--- src/rtl/lcd_seg_pkg.sv ---
package lcd_seg_pkg;

  typedef enum logic [1:0] {
    LVL_RAIL2 = 2'b00,
    LVL_RAIL3 = 2'b01,
    LVL_VPOS  = 2'b10,
    LVL_VNEG  = 2'b11
  } drive_lvl_e;

  function automatic drive_lvl_e lvl_encode(input logic dat, input logic alt);
    drive_lvl_e r;
    case ({dat, alt})
      2'b00:   r = LVL_RAIL2;
      2'b01:   r = LVL_RAIL3;
      2'b10:   r = LVL_VPOS;
      default: r = LVL_VNEG;
    endcase
    return r;
  endfunction

endpackage

--- src/rtl/lcd_seg_rstsync.sv ---
module lcd_seg_rstsync #(
  parameter int STAGES = 2
) (
  input  logic clk,
  input  logic rst_n_i,
  output logic rst_n_o
);
  logic [STAGES-1:0] chain_q, chain_d;

  always_comb chain_d = {chain_q[STAGES-2:0], 1'b1};

  always_ff @(posedge clk or negedge rst_n_i) begin
    if (!rst_n_i) chain_q <= '0;
    else          chain_q <= chain_d;
  end

  assign rst_n_o = chain_q[STAGES-1];
endmodule

--- src/rtl/lcd_seg_sync.sv ---
module lcd_seg_sync #(
  parameter int WIDTH  = 2,
  parameter int STAGES = 2
) (
  input  logic             clk,
  input  logic             rst_n,
  input  logic [WIDTH-1:0] d_i,
  output logic [WIDTH-1:0] q_o
);
  logic [WIDTH-1:0] stg_q [STAGES];
  logic [WIDTH-1:0] stg_d [STAGES];

  always_comb begin
    stg_d[0] = d_i;
    for (int s = 1; s < STAGES; s++) stg_d[s] = stg_q[s-1];
  end

  genvar g;
  generate
    for (g = 0; g < STAGES; g++) begin : g_stage
      always_ff @(posedge clk or negedge rst_n) begin
        if (!rst_n) stg_q[g] <= '0;
        else        stg_q[g] <= stg_d[g];
      end
    end
  endgenerate

  assign q_o = stg_q[STAGES-1];
endmodule

--- src/rtl/lcd_seg_half.sv ---
module lcd_seg_half #(
  parameter int LEN = 40
) (
  input  logic           clk,
  input  logic           rst_n,
  input  logic           shift_en,
  input  logic           dir,
  input  logic           left_in,
  input  logic           right_in,
  output logic           left_out,
  output logic           left_oe,
  output logic           right_out,
  output logic           right_oe,
  output logic [LEN-1:0] stages_o
);
  logic [LEN-1:0] stg_q, stg_d;

  // bit 0 is the stage nearest the left pin
  always_comb begin
    stg_d = stg_q;
    if (shift_en) begin
      if (!dir) stg_d = {stg_q[LEN-2:0], left_in};
      else      stg_d = {right_in, stg_q[LEN-1:1]};
    end
  end

  always_ff @(posedge clk or negedge rst_n) begin
    if (!rst_n) stg_q <= '0;
    else        stg_q <= stg_d;
  end

  assign left_oe   = dir;
  assign right_oe  = ~dir;
  assign left_out  = dir & stg_q[0];
  assign right_out = ~dir & stg_q[LEN-1];
  assign stages_o  = stg_q;
endmodule

--- src/rtl/lcd_seg_latch.sv ---
module lcd_seg_latch
  import lcd_seg_pkg::*;
#(
  parameter int NSEG = 80
) (
  input  logic              clk,
  input  logic              rst_n,
  input  logic              load_i,
  input  logic [NSEG-1:0]   bits_i,
  input  logic              alt_i,
  output logic [NSEG-1:0]   lat_o,
  output logic [2*NSEG-1:0] level_o
);
  logic [NSEG-1:0] lat_q, lat_d;

  always_comb lat_d = load_i ? bits_i : lat_q;

  always_ff @(posedge clk or negedge rst_n) begin
    if (!rst_n) lat_q <= '0;
    else        lat_q <= lat_d;
  end

  genvar k;
  generate
    for (k = 0; k < NSEG; k++) begin : g_seg
      assign level_o[2*k +: 2] = lvl_encode(lat_q[k], alt_i);
    end
  endgenerate

  assign lat_o = lat_q;
endmodule

--- src/rtl/lcd_seg_drv.sv ---
module lcd_seg_drv #(
  parameter int HALF_LEN    = 40,
  parameter int SYNC_STAGES = 2,
  localparam int NSEG       = 2 * HALF_LEN
) (
  input  logic              clk,
  input  logic              rst_n,
  input  logic              shift_clk_i,
  input  logic              latch_i,
  input  logic              alt_i,
  input  logic              dir_a_i,
  input  logic              dir_b_i,
  input  logic              a_left_in,
  output logic              a_left_out,
  output logic              a_left_oe,
  input  logic              a_right_in,
  output logic              a_right_out,
  output logic              a_right_oe,
  input  logic              b_left_in,
  output logic              b_left_out,
  output logic              b_left_oe,
  input  logic              b_right_in,
  output logic              b_right_out,
  output logic              b_right_oe,
  output logic [2*NSEG-1:0] level_o
);
  logic rst_sync_n;

  lcd_seg_rstsync #(.STAGES(SYNC_STAGES)) u_rst (
    .clk(clk), .rst_n_i(rst_n), .rst_n_o(rst_sync_n)
  );

  logic [1:0] ctl_raw, ctl_s;
  assign ctl_raw = {latch_i, shift_clk_i};

  lcd_seg_sync #(.WIDTH(2), .STAGES(SYNC_STAGES)) u_sync (
    .clk(clk), .rst_n(rst_sync_n), .d_i(ctl_raw), .q_o(ctl_s)
  );

  logic shclk_prev_q, shclk_prev_d;
  always_comb shclk_prev_d = ctl_s[0];

  always_ff @(posedge clk or negedge rst_sync_n) begin
    if (!rst_sync_n) shclk_prev_q <= 1'b0;
    else             shclk_prev_q <= shclk_prev_d;
  end

  logic shift_fire, latch_on;
  assign shift_fire = shclk_prev_q & ~ctl_s[0];
  assign latch_on   = ctl_s[1];

  logic [1:0] dir_v, lin_v, rin_v, lout_v, loe_v, rout_v, roe_v;
  logic [NSEG-1:0] stg_all, lat_bits;

  assign dir_v = {dir_b_i, dir_a_i};
  assign lin_v = {b_left_in, a_left_in};
  assign rin_v = {b_right_in, a_right_in};

  genvar g;
  generate
    for (g = 0; g < 2; g++) begin : g_half
      lcd_seg_half #(.LEN(HALF_LEN)) u_half (
        .clk      (clk),
        .rst_n    (rst_sync_n),
        .shift_en (shift_fire),
        .dir      (dir_v[g]),
        .left_in  (lin_v[g]),
        .right_in (rin_v[g]),
        .left_out (lout_v[g]),
        .left_oe  (loe_v[g]),
        .right_out(rout_v[g]),
        .right_oe (roe_v[g]),
        .stages_o (stg_all[g*HALF_LEN +: HALF_LEN])
      );
    end
  endgenerate

  assign a_left_out  = lout_v[0];
  assign a_left_oe   = loe_v[0];
  assign a_right_out = rout_v[0];
  assign a_right_oe  = roe_v[0];
  assign b_left_out  = lout_v[1];
  assign b_left_oe   = loe_v[1];
  assign b_right_out = rout_v[1];
  assign b_right_oe  = roe_v[1];

  lcd_seg_latch #(.NSEG(NSEG)) u_lat (
    .clk    (clk),
    .rst_n  (rst_sync_n),
    .load_i (latch_on),
    .bits_i (stg_all),
    .alt_i  (alt_i),
    .lat_o  (lat_bits),
    .level_o(level_o)
  );
endmodule

--- config.mk ---
export PLATFORM = sky130hd
export DESIGN_NAME = lcd_seg_drv
export DESIGN_NICKNAME = d
export VERILOG_FILES = /design/src/rtl/lcd_seg_pkg.sv /design/src/rtl/lcd_seg_rstsync.sv /design/src/rtl/lcd_seg_sync.sv /design/src/rtl/lcd_seg_half.sv /design/src/rtl/lcd_seg_latch.sv /design/src/rtl/lcd_seg_drv.sv
export SDC_FILE = /design/constraint.sdc
export NUM_CORES = 1
export LEC_CHECK = 0
export CORE_ASPECT_RATIO = 0.8
export CORE_MARGIN = 3
export CORE_UTILIZATION = 30
export CTS_CLUSTER_SIZE = 8
export DETAILED_ROUTE_END_ITERATION = 12
export PLACE_DENSITY = 0.52
export SYNTH_ARGS = -nofsm -noshare
export SYNTH_HDL_FRONTEND = slang
export SYNTH_SLANG_ARGS = --single-unit
--- constraint.sdc ---
create_clock -name clk -period 5 [get_ports clk]
set_input_delay 0.5 -clock clk [delete_from_list [all_inputs] [get_ports clk]]
set_output_delay 0.5 -clock clk [all_outputs]
set_load 0.05 [all_outputs]
==> results.py <==
metrics = {
    "routing": {
        "drt_wl_total_um": 14700,
        "drt-wirelength-per-cell_um": 16.1,
        "drt_iter0_drc": 146,
        "remaining_drc_errors": 0,
        "via_count": 3923,
        "postRouteAntennaNets": 0,
        "viasPerCell": 4.30,
        "detail_route.first_pass.iterations": 4,
    },
    "yosys": {
        "synth.largest_area_cell": "dfrtp_1",
        "synth.lib_cells_used.distinct": 12,
        "synth.top_cell.area_share_pct": 49.8,
        "synth-seq-area-share_pct": 49.8,
        "post_synthesis_instance_area_mm2": 0.00840,
        "synthesis.area_per_instance_um2": 13.7,
        "ys_seq_elements": 167,
        "ys_warn_count": 0,
        "syn_inst_count": 613,
        "synth.area.top_cells": "dfrtp_1 (50%), mux2_4 (26%), mux2_2 (12%), clkbuf_1 (7.6%), buf_12 (1.4%)",
        "mappedNetlistNets": 624,
    },
    "timing": {
        "timing.fmax_ghz": 0.351,
        "hold_violations": 0,
        "post_route_setup_slack_ps": 2150,
        "skew_ps": 9.74,
        "rsz0062_at_grt": "false",
        "tightest_slew_ps": 1140,
        "slew_headroom_pct": 24.1,
        "setup-tns-final_ps": 0,
        "number_of_slew_limit_violations_in_the_final_report": 0,
        "period_needed_ps": 2850,
        "timing.final.crit_share_pct": 57.0,
        "setup_viol": 0,
    },
    "floorplanning": {
        "num_rows": 54,
        "std_cell_core_area_mm2": 0.0274,
        "dieWidth_um": 193,
        "start_util_pct": 30.6,
        "chipHeight_um": 156,
        "floorplan.io_pins": 179,
        "die_area_mm2": 0.0301,
    },
    "cts": {
        "cts_resized": 0,
        "cts_buffer_depth": 2,
        "tritoncts": "yes",
        "postCtsSetupRepairBufs": 0,
        "clock_sink_count": 167,
        "ctsHoldBuffers": 0,
        "clk_pin_slew_ps": 60,
        "htree_levels": 4,
        "clock_latency_ps": 430,
        "cts_made_buffers": 17,
        "cts-root-buf": "clkbuf_16",
    },
    "worst_hold_path": {
        "hold_path.class": "reg2async",
    },
    "pwr": {
        "power_density_mw_per_mm2": 403,
        "p_leak_uw": 0.00452,
        "irDropWorstVdd_mv": 0.206,
    },
    "grt": {
        "grt_max_degree": 81,
        "gr-usage-all-layers_pct": 10.4,
        "antenna_violations_before_repair": 0,
        "grt.overflow.total": 0,
        "grt_pass1_vias": 4396,
        "grt_pass1_wl_um": 24600,
    },
    "cells_and_area": {
        "postLayoutCellArea_mm2": 0.00953,
        "final_common_cell": "dfrtp_1",
        "syn_to_final_growth_pct": 13.5,
        "commonest_non_fill_non_tap_cells_in_the_layout": "dfrtp_1 (165), mux2_4 (148), clkdlybuf4s50_1 (95)",
        "insertedDiodeCount": 0,
        "n_fill_cell": 2650,
        "layout.nets": 548,
        "share_of_layout_cells_above_drive_strength_1_pct": 51.2,
    },
    "flow_run": {
        "maxCapViolations": 0,
    },
    "run_status": {
        "outcome": "finished, final reports clean",
    },
    "place": {
        "io_buffer_count": 97,
        "dp_hpwl_um": 9080,
        "place_congestion": 0.670,
        "placement.setup.worst_slack_ps": 2140,
        "dpl-instance-area_mm2": 0.00896,
    },
    "setup_path": {
        "critPathMaxStageDelay_ps": 710,
        "critical_path.endpoint_type": "output pin",
        "rrSetupSlack_ps": 3230,
        "cp.buffers_inverters": 3,
        "worstSetupStartpoint": "dir_a_i",
        "critical_path.max_fanout": 23,
        "cpMaxStageDelayCell": "clkdlybuf4s50_1",
        "critical_path_class": "in2out",
        "r2r-start": "u_sync.q_o[1]",
        "critical_path_arrival_ps": 2350,
        "startpoint_type": "primary input",
        "list_of_cells_traversed_by_the_critical_path": "buf_2, buf_4, nor2b_1, clkdlybuf4s50_1",
        "worstPathRequired_ps": 4500,
        "critical_path.top_delay_family": "buffers and inverters",
    },
}
-- cell families after synthesis --
kind of cell / Yosys count / synth area share, %
DFF: 167 / 49.8
buffers and inverters: 200 / 11.0
muxes: 240 / 38.8
other: 1 / 0.0446
and+or+nand+nor: 5 / 0.372
-- synthesized netlist by cell type --
| library cell | number |
|---|---|
| dfrtp_1 | 167 |
| mux2_4 | 148 |
| inv_1 | 2 |
| mux2_2 | 92 |
| buf_4 | 10 |
| buf_2 | 9 |
| buf_6 | 4 |
| conb_1 | 1 |
| and2_1 | 2 |
| buf_12 | 6 |
| nor2b_1 | 3 |
| clkbuf_1 | 169 |
-- stage by stage --
step | utilization, % | total power, uW | hold WS (ps) | std cells
after floorplan | - | 2500 | 204 | 613
after global routing | 34.7 | 4030 | 213 | 913
final | 34.7 | 3840 | 213 | 913
after global placement | 32.6 | 2570 | 221 | 882
after detailed placement | 32.6 | 2590 | 226 | 882
after CTS | 34.7 | 3910 | 209 | 913
-- per-layer routing --
| layer | wire (um) | part of all wire, % | GRT usage (%) | up-vias |
|---|---|---|---|---|
| met1 | 7070 | 48 | 14.4 | 2084 |
| met3 | 579 | 3.9 | 3.10 | 15 |
| met5 | 0 | 0 | 0 | - |
| met4 | 226 | 1.5 | 3.82 | 0 |
| li1 | - | - | - | 1760 |
| met2 | 6790 | 46 | 15.3 | 64 |
-- path summary, 6_finish.rpt --
check,cells past startpoint,to
min,0,u_lat.lat_o[8]
max,4,a_right_out
max in group asynchronous,1,u_lat.lat_o[33]
min reg2reg,0,u_lat.lat_o[8]
max reg2reg,1,u_lat.lat_o[37]
min in group clk,0,u_sync.q_o[0]
-- flip-flops by register name (all words and copies together) (netlist names) --
name,flops
u_lat.lat_o,80
u_rst.chain_q,2
g_half.u_half.stages_o,80
u_sync.stg_d,2
u_sync.q_o,2
shclk_prev_q,1
-- layout make-up --
type | count | area, um2 | area share (%)
flip-flops and latches | 167 | 4190 | 43.9
inverters | 2 | 7.51 | 0.0788
well taps | 364 | 455 | 4.78
clock buffers | 19 | 443 | 4.65
multi-input cells | 246 | 3300 | 34.6
repair buffers | 103 | 1010 | 10.6
clock inverters | 12 | 130 | 1.37
-- power breakdown --
| part | total [uW] | internal, uW | switching, uW |
|---|---|---|---|
| Combinational | 878 | 414 | 464 |
| Sequential | 1670 | 1510 | 157 |
| Clock | 1290 | 743 | 550 |
Power figures use the tool's default switching activity.
